`src/rtl/feac_pkg.sv`:
```
package feac_pkg;
  localparam int DATA_W = 8;

  // Bit positions in the configuration/status register
  localparam int CFG_BUSY = 0;
  localparam int CFG_GO   = 1;
  localparam int CFG_EN   = 2;
  localparam int CFG_ST   = 3;
  localparam int CFG_IE   = 4;

  typedef enum logic [0:0] {
    ADDR_CFG  = 1'b0,
    ADDR_CODE = 1'b1
  } reg_addr_e;
endpackage

```
`src/rtl/feac_regs.sv`:
```
module feac_regs
  import feac_pkg::*;
#(
  parameter int CODE_W = 6
) (
  input  logic              clk,
  input  logic              rst,
  input  logic              wr_en,
  input  logic              rd_en,
  input  logic              addr,
  input  logic [DATA_W-1:0] wdata,
  input  logic              busy,
  input  logic              frame_done,
  output logic [DATA_W-1:0] rdata,
  output logic [CODE_W-1:0] code_q,
  output logic              tx_en,
  output logic              irq_ie,
  output logic              irq_st,
  output logic              go_accept
);
  logic              go_q;
  logic              cfg_wr, code_wr, cfg_rd;
  logic [DATA_W-1:0] cfg_byte, code_byte;

  assign cfg_wr  = wr_en && (addr == ADDR_CFG);
  assign code_wr = wr_en && (addr == ADDR_CODE);
  assign cfg_rd  = rd_en && (addr == ADDR_CFG);

  // A GO counts only on a rising stored GO bit, with the enable in the same write
  assign go_accept = cfg_wr && wdata[CFG_GO] && !go_q && wdata[CFG_EN] && !busy;

  always_comb begin
    cfg_byte           = '0;
    cfg_byte[CFG_BUSY] = busy;
    cfg_byte[CFG_GO]   = go_q;
    cfg_byte[CFG_EN]   = tx_en;
    cfg_byte[CFG_ST]   = irq_st;
    cfg_byte[CFG_IE]   = irq_ie;
    code_byte          = '0;
    code_byte[CODE_W-1:0] = code_q;
  end

  always_ff @(posedge clk) begin
    if (rst) begin
      go_q   <= 1'b0;
      tx_en  <= 1'b0;
      irq_ie <= 1'b0;
      irq_st <= 1'b0;
      code_q <= '0;
      rdata  <= '0;
    end else begin
      if (cfg_wr) begin
        go_q   <= wdata[CFG_GO];
        tx_en  <= wdata[CFG_EN];
        irq_ie <= wdata[CFG_IE];
      end
      if (code_wr) code_q <= wdata[CODE_W-1:0];
      // Completion has priority over the clear-on-read
      if (frame_done)  irq_st <= 1'b1;
      else if (cfg_rd) irq_st <= 1'b0;
      if (rd_en) rdata <= (addr == ADDR_CFG) ? cfg_byte : code_byte;
    end
  end
endmodule

```
`src/rtl/feac_framer.sv`:
```
module feac_framer #(
  parameter int CODE_W  = 6,
  parameter int ONES_W  = 8,
  parameter int REPEATS = 10
) (
  input  logic              clk,
  input  logic              rst,
  input  logic              tx_en,
  input  logic              go_accept,
  input  logic              bit_strobe,
  input  logic [CODE_W-1:0] code,
  output logic              busy,
  output logic              frame_done,
  output logic              ser_out
);
  localparam int FRAME_W = CODE_W + ONES_W + 2;
  localparam int IDX_W   = $clog2(FRAME_W);
  localparam int REP_W   = (REPEATS > 1) ? $clog2(REPEATS) : 1;
  localparam logic [IDX_W-1:0] IDX_LAST = IDX_W'(FRAME_W - 1);
  localparam logic [REP_W-1:0] REP_LAST = REP_W'(REPEATS - 1);

  logic [FRAME_W-1:0] frame_q;
  logic [IDX_W-1:0]   idx_q;
  logic [REP_W-1:0]   rep_q;
  logic               last_bit, last_rep;

  assign last_bit   = (idx_q == IDX_LAST);
  assign last_rep   = (rep_q == REP_LAST);
  assign frame_done = busy && tx_en && bit_strobe && last_bit && last_rep;

  always_ff @(posedge clk) begin
    if (rst) begin
      busy    <= 1'b0;
      idx_q   <= '0;
      rep_q   <= '0;
      frame_q <= '1;
      ser_out <= 1'b1;
    end else begin
      if (go_accept) begin
        busy    <= 1'b1;
        idx_q   <= '0;
        rep_q   <= '0;
        // Bit 0 goes out first: marker 0, code LSB first, marker 0, ones
        frame_q <= {{ONES_W{1'b1}}, 1'b0, code, 1'b0};
      end else if (busy && !tx_en) begin
        busy <= 1'b0;
      end else if (busy && bit_strobe) begin
        if (last_bit) begin
          idx_q <= '0;
          if (last_rep) busy <= 1'b0;
          else          rep_q <= rep_q + 1'b1;
        end else begin
          idx_q <= idx_q + 1'b1;
        end
      end

      if (!tx_en)          ser_out <= 1'b1;
      else if (bit_strobe) ser_out <= busy ? frame_q[idx_q] : 1'b1;
    end
  end
endmodule

```
`src/rtl/feac_irq.sv`:
```
module feac_irq (
  input  logic clk,
  input  logic rst,
  input  logic irq_st,
  input  logic irq_ie,
  input  logic sect_irq_en,
  output logic irq_n
);
  always_ff @(posedge clk) begin
    if (rst) irq_n <= 1'b1;
    else     irq_n <= !(irq_st && irq_ie && sect_irq_en);
  end
endmodule

```
`src/rtl/feac_sender.sv`:
```
module feac_sender
  import feac_pkg::*;
#(
  parameter int CODE_W  = 6,
  parameter int ONES_W  = 8,
  parameter int REPEATS = 10
) (
  input  logic              clk,
  input  logic              rst,
  input  logic              wr_en,
  input  logic              rd_en,
  input  logic              addr,
  input  logic [DATA_W-1:0] wdata,
  output logic [DATA_W-1:0] rdata,
  input  logic              sect_irq_en,
  input  logic              bit_strobe,
  output logic              ser_out,
  output logic              irq_n
);
  logic [CODE_W-1:0] code_q;
  logic tx_en, irq_ie, irq_st, go_accept, busy, frame_done;

  feac_regs #(.CODE_W(CODE_W)) u_regs (
    .clk(clk), .rst(rst), .wr_en(wr_en), .rd_en(rd_en), .addr(addr),
    .wdata(wdata), .busy(busy), .frame_done(frame_done), .rdata(rdata),
    .code_q(code_q), .tx_en(tx_en), .irq_ie(irq_ie), .irq_st(irq_st),
    .go_accept(go_accept)
  );

  feac_framer #(.CODE_W(CODE_W), .ONES_W(ONES_W), .REPEATS(REPEATS)) u_framer (
    .clk(clk), .rst(rst), .tx_en(tx_en), .go_accept(go_accept),
    .bit_strobe(bit_strobe), .code(code_q), .busy(busy),
    .frame_done(frame_done), .ser_out(ser_out)
  );

  feac_irq u_irq (
    .clk(clk), .rst(rst), .irq_st(irq_st), .irq_ie(irq_ie),
    .sect_irq_en(sect_irq_en), .irq_n(irq_n)
  );
endmodule

```
`config.mk`:
```
export PLATFORM = sky130hd
export DESIGN_NAME = feac_sender
export DESIGN_NICKNAME = d
export VERILOG_FILES = /design/src/rtl/feac_pkg.sv /design/src/rtl/feac_regs.sv /design/src/rtl/feac_framer.sv /design/src/rtl/feac_irq.sv /design/src/rtl/feac_sender.sv
export SDC_FILE = /design/constraint.sdc
export NUM_CORES = 1
export LEC_CHECK = 0
export BUFFER_PORTS_ARGS = -buffer_cell sky130_fd_sc_hd__buf_2
export CORE_MARGIN = 1
export CORE_UTILIZATION = 40
export DETAILED_ROUTE_END_ITERATION = 6
export MAX_ROUTING_LAYER = met4
export PLACE_DENSITY_LB_ADDON = 0.3
export SETUP_SLACK_MARGIN = 0.3
export SLEW_MARGIN = 5
export SYNTH_ARGS = -nofsm -noshare
export SYNTH_HDL_FRONTEND = slang
export SYNTH_HIERARCHICAL = 1
export SYNTH_SLANG_ARGS = --single-unit
```
`constraint.sdc`:
```
create_clock -name clk -period 2.2 [get_ports clk]
set_input_delay 0.44 -clock clk [delete_from_list [all_inputs] [get_ports clk]]
set_output_delay 0.44 -clock clk [all_outputs]
set_load 0.02 [all_outputs]
```
**Yosys cells after proc, flatten, opt, wreduce, memory -nomap -nowiden**

Index checks and enable logic that the tools add are counted.

- Register bits: 37
- Bits of input ports: 15
- Output and inout bits: 10

- Add/subtract/negate cells: 2
- Order comparisons: 1
- Eq/ne operators: 2
- Muxes and demuxes: 12
- Bitwise logic cells: 4
- Reduce and logical (&&, ||, !) cells: 28

Operators by type and width:

| cell | number |
|---|---|
| $logic_and 1x1->1 | 15 |
| $mux 1 | 9 |
| $reduce_bool 3->1 | 3 |
| $add 4x1->4 const B | 2 |
| $eq 4x4->1 const B | 2 |
| $mux 6 | 1 |
| $lt 4x5->1 const B | 1 |
| $bmux 1 s4 | 1 |
| $logic_not 1->1 | 4 |
| $mux 4 | 1 |
| $not 1->1 | 4 |
| $reduce_and 4->1 | 1 |
| $reduce_or 2->1 | 2 |
| $reduce_and 3->1 | 1 |
| $reduce_and 2->1 | 1 |
| $reduce_bool 2->1 | 1 |

**Depth between registers and ports, before layout**

Gate-level depths: netlist (run 1).

- Word-level depth: 8
- Depth in mapped cells: 7
- Mapped depth without buffers: 7

**Cells and area by module**

The synthesis (run 1) kept the hierarchy.

By module, submodules not included:

| module | times used | cells each | area each (µm²) | seq. area each (µm²) |
|---|---|---|---|---|
| feac_framer | 1 | 92 | 842.1 | 340.3 |
| feac_regs | 1 | 78 | 673.1 | 320.3 |
| feac_irq | 1 | 2 | 28.8 | 20.0 |

**Worst setup path before layout (run 1)**

No wires, ideal clock.

- Path type: in2reg
- Start point: input addr
- End point: register u_framer.frame_q[2]
- Setup time: 0.120 ns
- Data arrival time: 1.795 ns
- Required time: 2.080 ns
- Slack: 0.285 ns
- Cell stages on the path: 6
- Path buffers: 2
- Cells stage by stage: buf_6 > nand2b_1 > nor4_1 > clkbuf_1 > nor2b_1 > a211o_1

- Longest elaborated chain between the ends: 6

RTL lines:

| item | RTL line | source |
|---|---|---|
| start, declared | feac_sender.sv:12 | `input logic addr,` |
| $not 1->1 | feac_regs.sv:25 | `assign cfg_wr = wr_en && (addr == ADDR_CFG);` |
| $logic_and 1x1->1 | feac_regs.sv:25 |  |
| $logic_and 1x1->1 (4 in series) | feac_regs.sv:30 | `assign go_accept = cfg_wr && wdata[CFG_GO] && !go_q && wdata[CFG_EN] && !busy;` |
| via go_accept | feac_sender.sv:21 | `logic tx_en, irq_ie, irq_st, go_accept, busy, frame_done;` |
| end signal, assigned | feac_framer.sv:44 | `frame_q <= {{ONES_W{1'b1}}, 1'b0, code, 1'b0};` |
| end, declared | feac_framer.sv:22 | `logic [FRAME_W-1:0] frame_q;` |

The timed path passes the listed nets, and every way through them passes these cells.
A chain may end at the register's enable or synchronous reset.

**Final worst setup path (run 1)**

- Start point: register u_framer.idx_q[0]
- End point: register u_framer.rep_q[1]

- Longest elaborated chain between the ends: 2

RTL lines:

| item | RTL line | source |
|---|---|---|
| start, declared | feac_framer.sv:23 | `logic [IDX_W-1:0] idx_q;` |
| start signal, assigned | feac_framer.sv:53 | `idx_q <= idx_q + 1'b1;` |
| $eq 4x4->1 | feac_framer.sv:27 | `assign last_bit = (idx_q == IDX_LAST);` |
| $reduce_and 4->1 (no line) | n/a |  |
| end signal, assigned | feac_framer.sv:51 | `else rep_q <= rep_q + 1'b1;` |
| end, declared | feac_framer.sv:24 | `logic [REP_W-1:0] rep_q;` |

No other way between the ends.

==> flow_metrics.py, run 1 <==
metrics = {
    "setup_path": {
        "worst-r2r-cell-count": 5,
        "critPathKind": "flip-flop to flip-flop",
        "crit_end": "u_framer/rep_q[1]$_SDFFE_PP0P_",
        "arrival_ps": 1910,
        "cp.required_ps": 2410,
        "critical_path.startpoint_type": "flip-flop",
        "cp_max_fo": 8,
        "r2r_start": "u_framer/idx_q[0]$_SDFFE_PP0P_",
        "endpoint_kind": "flip-flop",
        "r2r_setup_slack_ps": 500,
        "rr_endpoint": "u_framer/rep_q[1]$_SDFFE_PP0P_",
        "cp-startpoint": "u_framer/idx_q[0]$_SDFFE_PP0P_",
    },
    "global_route": {
        "overflow": 0,
        "first_global_vias": 1082,
        "grt_max_degree": 29,
        "antenna_found_initial": 0,
        "grtUsageTotal": 0.154,
        "grt_pass1_wl_um": 4620,
    },
    "synth": {
        "synth-xor-area-share": 0.0113,
        "syn_area_mm2": 0.00154,
        "synth_area_leaders": "dfxtp_1, mux2i_1, a21oi_1",
        "ys_seq_area_frac": 0.441,
        "synthMuxAreaShare": 0.0648,
        "synth_area_leader_cell": "dfxtp_1",
        "yosys-top-cells-count": "dfxtp_1, nand2_1, a21oi_1",
        "avgSynthCellArea_um2": 8.98,
        "yosysMostFrequentCell": "dfxtp_1",
        "synth-warning-count": 6,
        "synth_compound_area_frac": 0.160,
        "synth_ff_type": "dfxtp_1",
        "async_flop_share": 0,
        "synth_top_family_by_area": "simple AND/OR/NAND/NOR gates",
        "synth-edff-count": 0,
        "ys_seq_elements": 34,
        "synth_cell_type_count": 35,
        "synth_fa_ha_area_frac": 0.0243,
        "synth-simple-area-share": 0.227,
        "netlist_instances": 172,
        "synth.top_cell.area_share": 0.441,
    },
    "pwr": {
        "cellPowerDensity_mw_per_mm2": 740,
        "ir_drop_mv": 0.374,
        "power.leakage_uw": 0.000649,
        "total_power_uw": 1290,
    },
    "sta": {
        "period_share": 0.773,
        "hold_viol_final": 0,
        "rsz0062_at_grt": "false",
        "tns_ps": 0,
        "fin_crit_ps": 1700,
        "setup_ws_ps": 500,
        "clock.fmax_ghz": 0.588,
        "slew_viol_final": 0,
        "slew-limit-headroom": 0.662,
        "skew_ps": 4.11,
        "setup_violations": 0,
        "worst-slew-pin-transition_ps": 507,
    },
    "floorplan": {
        "row_count": 22,
        "die-area_mm2": 0.00411,
        "core-area_mm2": 0.00369,
        "die_h_um": 64.1,
        "fp.dieW_um": 64.1,
        "initial_core_util": 0.419,
        "boundaryPins": 25,
    },
    "finish": {
        "fillers": 377,
        "multi_input_area_um2": 767,
        "drive_gt1_frac": 0.180,
        "seq_area_um2": 681,
        "syn_to_final_growth_pct": 12.7,
        "finalNetCount": 206,
        "fin_cells": 237,
        "num_antenna_cells": 0,
    },
    "clock_network": {
        "clock_latency_ps": 290,
        "cts.sinks": 34,
        "cts_tree": "built",
        "cts_max_level": 2,
        "ctsHoldBuffers": 0,
        "clkTransAtPathRegs_ps": 70,
        "post_cts_resized": 0,
        "clockRootBuffer": "clkbuf_8",
        "post-cts-setup-buffers": 0,
        "cts_buffers": 5,
        "cts.path.max_buffers": 2,
    },
    "routing": {
        "dr.pass1.iters": 4,
        "initialDrtViolationCount": 38,
        "ant_nets": 0,
        "drc": 0,
        "drt-total-wl_um": 2810,
        "wl_per_cell_um": 11.8,
        "viasPerCell": 5.11,
        "via_count": 1212,
    },
    "outcome": {
        "outcome": "finished, final reports clean",
    },
    "flow_run": {
        "drv_cap": 0,
    },
    "place": {
        "dpl.hpwl_um": 2040,
        "dp_slack_ps": 343,
        "place_inst": 229,
        "gp_congestion": 0.773,
        "portBuffers": 20,
    },
    "min_path": {
        "hold_path_class": "input pin to flip-flop",
        "min_from": "sect_irq_en",
    },
}
[placed cells by master (no fill, tap or decap)]
cell,count
a2111oi_4,1
a211o_1,6
a211oi_1,6
a21boi_0,1
a21o_1,1
a21o_2,2
a21oi_1,17
and3_1,1
and3_2,1
and3b_4,1
buf_2,20
buf_4,1
bufinv_16,1
clkbuf_1,2
clkbuf_8,5
conb_1,2
dfxtp_1,34
ha_1,3
inv_1,5
mux2i_1,10
nand2_1,18
nand2b_1,3
nand3_1,14
nand3b_1,2
nand4_1,3
nand4b_1,1
nor2_1,12
nor2b_1,7
nor3_1,1
nor4_1,1
nor4_2,1
o21ai_0,1
or2_2,1
or3_1,2
xnor2_1,1
xor2_1,1
[sequential cells by signal, summed over array words and instances, names as in the netlist, 4 cells and up]
register          count
u_framer/frame_q      7
u_regs/code_q         6
u_regs/rdata          6
u_framer/idx_q        4
u_framer/rep_q        4
[final cells by class]
cell class | instances | area share
Multi-Input combinational cell | 121 | 0.441
Clock buffer | 7 | 0.0439
Timing Repair Buffer | 21 | 0.0618
Inverter | 5 | 0.0108
Clock inverter | 1 | 0.0173
Tap cell | 48 | 0.0345
Sequential cell | 34 | 0.391
[cell families after synthesis]
group	count (synthesis)
fa+ha+maj	3
buf+inv	18
flops	34
mux	10
compound gates	35
xor+xnor	2
other cells	1
simple gates	69
[worst min path at each step]
| stage | endpoint | slack, ps | depth (start not counted) |
|---|---|---|---|
| after floorplan | u_irq/irq_n$_SDFF_PP1_ | 410 | 1 |
| after global placement | u_irq/irq_n$_SDFF_PP1_ | 430 | 1 |
| after detailed placement | u_irq/irq_n$_SDFF_PP1_ | 430 | 1 |
| after CTS | u_irq/irq_n$_SDFF_PP1_ | 340 | 2 |
| after global routing | u_irq/irq_n$_SDFF_PP1_ | 340 | 2 |
| final | u_irq/irq_n$_SDFF_PP1_ | 350 | 2 |
[through the flow]
stage | util | hold WS, ps | cell area (µm²)
after floorplan | - | 406 | 1550
after global placement | 0.443 | 429 | 1630
after detailed placement | 0.443 | 426 | 1630
after CTS | 0.472 | 341 | 1740
after global routing | 0.472 | 343 | 1740
final | 0.472 | 346 | 1740
[layer usage]
metal / GRT usage / up-vias / part of all wire
met5: - / - / 0
met2: 0.239 / 25 / 0.45
li1: - / 624 / -
met4: 0.0917 / 0 / 0.026
met1: 0.175 / 556 / 0.48
met3: 0.0446 / 7 / 0.039
[power by group]
| part | total, µW | switching [µW] | internal, µW |
|---|---|---|---|
| sequential | 647 | 13.3 | 634 |
| clock | 552 | 214 | 339 |
| combinational | 89.1 | 55.0 | 34.1 |
| total | 1290 | 282 | 1010 |
[critical path, stage by stage, from the launching register on]
cell and delay, ps:
dfxtp_1 510, ha_1 270, nand3_1 130, a2111oi_4 420
nor2_1 80, a211oi_1 210
No activity file was read; power rests on OpenSTA's default activity.
==> inputs of run 2 (changes only) <==
clock period = 1.5 ns   (was 2.2 ns; I/O delays follow)
==> flow_metrics.py, run 2 (same netlist as run 1, synthesis figures left out) <==
metrics = {
    "outcome": {
        "outcome": "finished, final reports clean",
    },
    "sta": {
        "tns_ps": 0,
        "hold_viol_final": 0,
        "setup_violations": 0,
        "rsz0062_at_grt": "true",
        "skew_ps": 6.14,
        "clock.fmax_ghz": 0.736,
        "period_share": 0.906,
        "slew_viol_final": 0,
        "fin_crit_ps": 1360,
        "fin_hold_ws_ps": 198,
    },
    "setup_path": {
        "max_stage_delay_ps": 360,
        "crit_family": "compound AO/OA/AOI/OAI gates",
        "critical_path.startpoint_type": "flip-flop",
        "crit_buf_inv": 1,
        "critPathKind": "flip-flop to flip-flop",
        "endpoint_kind": "flip-flop",
        "crit_path_cell_trace": "ha_4, nand3_4, a2111oi_4, buf_6, nand3_1, a21oi_2",
        "slowest_stage": "dfxtp_4",
        "arrival_ps": 1580,
        "cp_max_fo": 7,
        "cp.required_ps": 1720,
    },
    "pwr": {
        "ir_drop_mv": 0.694,
        "power.leakage_uw": 0.000746,
        "cellPowerDensity_mw_per_mm2": 916,
    },
    "clock_network": {
        "cts.sinks": 34,
        "cts_tree": "built",
        "cts_buffers": 5,
        "clock_latency_ps": 290,
        "cts_max_level": 2,
        "clockRootBuffer": "clkbuf_8",
        "clkTransAtPathRegs_ps": 70,
        "cts.path.max_buffers": 2,
        "ctsHoldBuffers": 0,
    },
    "min_path": {
        "hold_path_class": "input pin to flip-flop",
    },
    "global_route": {
        "grtUsageTotal": 0.185,
        "grt_max_degree": 28,
        "first_global_vias": 1251,
        "antenna_found_initial": 0,
        "overflow": 0,
        "grt_pass1_wl_um": 5580,
    },
    "floorplan": {
        "row_count": 22,
        "die-area_mm2": 0.00411,
        "initial_core_util": 0.419,
        "core-area_mm2": 0.00369,
        "fp.dieW_um": 64.1,
        "boundaryPins": 25,
        "die_h_um": 64.1,
    },
    "place": {
        "dpl.hpwl_um": 2350,
        "dpl_cell_area_mm2": 0.00175,
        "portBuffers": 20,
        "gp_congestion": 0.755,
    },
    "finish": {
        "final_core_util": 0.531,
        "syn_to_final_growth_pct": 26.9,
        "final_cell_mix": "dfxtp_1, buf_2, buf_4, nand2_1, a21oi_1",
        "drive_gt1_frac": 0.354,
        "largest-register": "u_framer/frame_q",
        "top_regs": "u_framer/frame_q (7), u_regs/code_q (6), u_regs/rdata (6)",
        "layout_commonest_cell": "dfxtp_1",
        "largest_reg_flops": 7,
        "num_antenna_cells": 0,
        "finalNetCount": 223,
        "final_cell_area_mm2": 0.00196,
    },
    "routing": {
        "viasPerCell": 5.15,
        "drt-total-wl_um": 3270,
        "initialDrtViolationCount": 81,
        "via_count": 1307,
        "ant_nets": 0,
        "dr.pass1.iters": 4,
        "drc": 0,
        "wl_per_cell_um": 12.9,
    },
    "flow_run": {
        "drv_cap": 0,
    },
}
## run 2: cell type report
cell class                      count  area, µm²
Tap cell                           48       60.1
Inverter                            5       18.8
Clock buffer                        7       86.3
Sequential cell                    34        697
Clock inverter                      1       5.00
Multi-Input combinational cell    121        853
Timing Repair Buffer               38        239
Fill cell                         348       1730
## run 2: worst paths after layout
check | start | end | slack [ps] | cells past startpoint
worst max-delay path | u_framer/idx_q[1]$_SDFFE_PP0P_ | u_framer/rep_q[2]$_SDFFE_PP0P_ | 140 | 6
worst min-delay path | sect_irq_en | u_irq/irq_n$_SDFF_PP1_ | 200 | 2
worst max register to register | u_framer/idx_q[1]$_SDFFE_PP0P_ | u_framer/rep_q[2]$_SDFFE_PP0P_ | 140 | 6
worst min register to register | u_regs/irq_ie$_SDFFE_PP0P_ | u_irq/irq_n$_SDFF_PP1_ | 440 | 1
## run 2: what timing repair did
action                     4_1_cts  5_1_grt
setup buffers                    7        2
resized for setup                7        9
setup endpoints to repair       14       16
pin swaps                        3        8
## run 2: through the flow
step | std cells | total power, µW | setup WS [ps]
4_1_cts | 252 | 1810 | 74.9
2_1_floorplan | 173 | 1080 | 136
6_report | 254 | 1800 | 141
3_3_place_gp | 237 | 1110 | 75.5
3_5_place_dp | 237 | 1110 | 1.05
5_1_grt | 254 | 1880 | 72.9
## run 2: where the power goes
part	leakage [µW]	switching (µW)	internal (µW)
Sequential	0.000281	18.6	924
Combinational	0.000416	89.8	64.1
Clock	0.0000482	328	370
Total	0.000746	437	1360
## run 2: per-layer routing
layer / GRT usage / routed length, µm / up-vias
li1: - / - / 661
met1: 0.214 / 1470 / 619
met2: 0.294 / 1630 / 25
met3: 0.0643 / 138 / 2
met4: 0.0750 / 34 / 0
met5: - / 0 / -
==> inputs of run 3 (changes only) <==
CORE_UTILIZATION = 30   (was 40)
==> flow_metrics.py, run 3 (same netlist as run 1, synthesis figures left out) <==
metrics = {
    "pwr": {
        "cellPowerDensity_mw_per_mm2": 899,
        "p_seq_frac": 0.525,
        "p_comb_frac": 0.088,
        "intPower_uw": 1360,
        "power.leakage_uw": 0.000745,
        "ir_drop_mv": 0.453,
        "p_switching_uw": 437,
        "total_power_uw": 1800,
        "clockPowerShare": 0.387,
        "p_sw_frac": 0.243,
    },
    "place": {
        "place_inst": 256,
        "dpl.hpwl_um": 2220,
        "gp_congestion": 0.735,
        "portBuffers": 20,
        "dpl_cell_area_mm2": 0.00177,
    },
    "floorplan": {
        "die-area_mm2": 0.00544,
        "initial_core_util": 0.318,
        "fp.dieW_um": 73.7,
        "row_count": 25,
        "core-area_mm2": 0.00485,
        "boundaryPins": 25,
        "die_h_um": 73.7,
    },
    "setup_path": {
        "slowest_stage": "dfxtp_2",
        "cp-startpoint": "u_framer/rep_q[0]$_SDFFE_PP0P_",
        "r2r_setup_slack_ps": 150,
        "crit_end": "u_framer/rep_q[2]$_SDFFE_PP0P_",
        "cp_max_fo": 7,
        "worst-r2r-cell-count": 6,
        "arrival_ps": 1530,
        "rr_endpoint": "u_framer/rep_q[2]$_SDFFE_PP0P_",
        "max_stage_delay_ps": 360,
        "r2r_start": "u_framer/rep_q[0]$_SDFFE_PP0P_",
        "cp.required_ps": 1680,
        "crit_path_cell_trace": "ha_4, and3b_4, a2111oi_4, buf_6, a21o_2, a21oi_2",
        "critical_path.startpoint_type": "flip-flop",
        "endpoint_kind": "flip-flop",
        "critPathKind": "flip-flop to flip-flop",
    },
    "routing": {
        "dr.pass1.iters": 4,
        "initialDrtViolationCount": 29,
        "ant_nets": 0,
        "top_layer_used": "met4",
        "drt-total-wl_um": 3250,
        "viasPerCell": 4.68,
        "met2_length_um": 1420,
        "via_count": 1277,
        "met1Wirelength_um": 1670,
        "wl_met3_um": 130,
        "wl_per_cell_um": 11.9,
        "drc": 0,
    },
    "finish": {
        "fillers": 494,
        "fin_cells": 273,
        "drive_gt1_frac": 0.350,
        "num_antenna_cells": 0,
        "largest-register": "u_framer/frame_q",
        "largest_reg_flops": 7,
        "seq_area_um2": 694,
        "finalNetCount": 223,
        "multi_input_area_um2": 866,
        "final_cell_area_mm2": 0.00200,
        "syn_to_final_growth_pct": 29.6,
        "top_regs": "u_framer/frame_q (7), u_regs/code_q (6), u_regs/rdata (6)",
        "layout_commonest_cell": "dfxtp_1",
        "final_cell_mix": "dfxtp_1, buf_2, nand2_1",
    },
    "sta": {
        "skew_ps": 4.31,
        "fin_crit_ps": 1350,
        "clock.fmax_ghz": 0.739,
        "rsz0062_at_grt": "true",
        "tns_ps": 0,
        "period_share": 0.902,
        "slew_viol_final": 0,
        "hold_viol_final": 0,
        "setup_violations": 0,
        "fin_hold_ws_ps": 211,
    },
    "global_route": {
        "overflow": 0,
        "grtUsageTotal": 0.138,
        "grt_pass1_wl_um": 5500,
        "grt_max_degree": 16,
        "antenna_found_initial": 0,
        "first_global_vias": 1178,
    },
    "outcome": {
        "outcome": "finished, final reports clean",
    },
    "clock_network": {
        "clock_latency_ps": 290,
        "cts.sinks": 34,
        "cts_max_level": 2,
        "cts_tree": "built",
        "clkTransAtPathRegs_ps": 70,
        "clockRootBuffer": "clkbuf_8",
        "cts.path.max_buffers": 2,
        "cts_buffers": 5,
    },
    "min_path": {
        "hold_path_class": "input pin to flip-flop",
        "min_path_cells": 2,
    },
    "flow_run": {
        "drv_cap": 0,
    },
}
## run 3: cell count changes in the layout (fill, tap and decap cells not counted)
| cell | change |
|---|---|
| nor2_1 | +2 |
| nand3_4 | +1 |
| xnor2_1 | -1 |
| nand2_2 | -1 |
| buf_4 | -2 |
| nand2_1 | +1 |
| dfxtp_4 | -1 |
| buf_6 | +2 |
| dfxtp_2 | +1 |
| nand3_1 | -1 |
| xnor2_2 | +1 |
| nor2_2 | -2 |
## run 3: cell type report
cell class	instances	area share
well taps	67	0.0419
multi-input cells	121	0.433
clock inverters	1	0.00250
clock buffers	7	0.0432
inverters	5	0.00938
repair buffers	38	0.123
flip-flops and latches	34	0.347
## run 3: worst min-delay path by stage
| stage | from | end | slack, ps |
|---|---|---|---|
| CTS | sect_irq_en | u_irq/irq_n$_SDFF_PP1_ | 210 |
| detailed placement | u_regs/irq_ie$_SDFFE_PP0P_ | u_irq/irq_n$_SDFF_PP1_ | 450 |
| floorplan | sect_irq_en | u_irq/irq_n$_SDFF_PP1_ | 390 |
| finish | sect_irq_en | u_irq/irq_n$_SDFF_PP1_ | 210 |
| global route | sect_irq_en | u_irq/irq_n$_SDFF_PP1_ | 200 |
| global placement | u_regs/irq_ie$_SDFFE_PP0P_ | u_irq/irq_n$_SDFF_PP1_ | 440 |
## run 3: critical path, delay by kind of cell, from the launching register on
family,cells,cell delay [ps]
AO/OA/AOI/OAI,3,370
adder cells (fa/ha/maj),1,160
buffers and inverters,1,180
flip-flops,1,360
AND/OR/NAND/NOR,1,180
## run 3: repair_timing
action / 4_1_cts / 5_1_grt
endpoints found under the setup margin: 12 / 16
gates resized for setup: 5 / 12
hold buffers: 0 / 0
pin swaps: 4 / 9
buffers inserted: 6 / 3
## run 3: layer usage
layer | vias to the layer above | global-route usage
li1 | 662 | -
met1 | 589 | 0.181
met2 | 20 | 0.196
met3 | 6 | 0.0494
met4 | 0 | 0.0449
met5 | - | -
## run 3: power groups by stage
stage                     combinational (µW)  clock [µW]  sequential, µW
after floorplan                          103           0             972
after global placement                   149           0             966
after detailed placement                 149           0             966
after CTS                                153         719             943
after global routing                     176         762             947
final                                    159         696             944
## run 3: per-stage QoR
stage | utilization | worst slack, ps
after detailed placement | 0.365 | 27.1
after floorplan | - | 136
final | 0.413 | 147
after global routing | 0.413 | 93.1
after CTS | 0.397 | 71.0
after global placement | 0.365 | 43.4
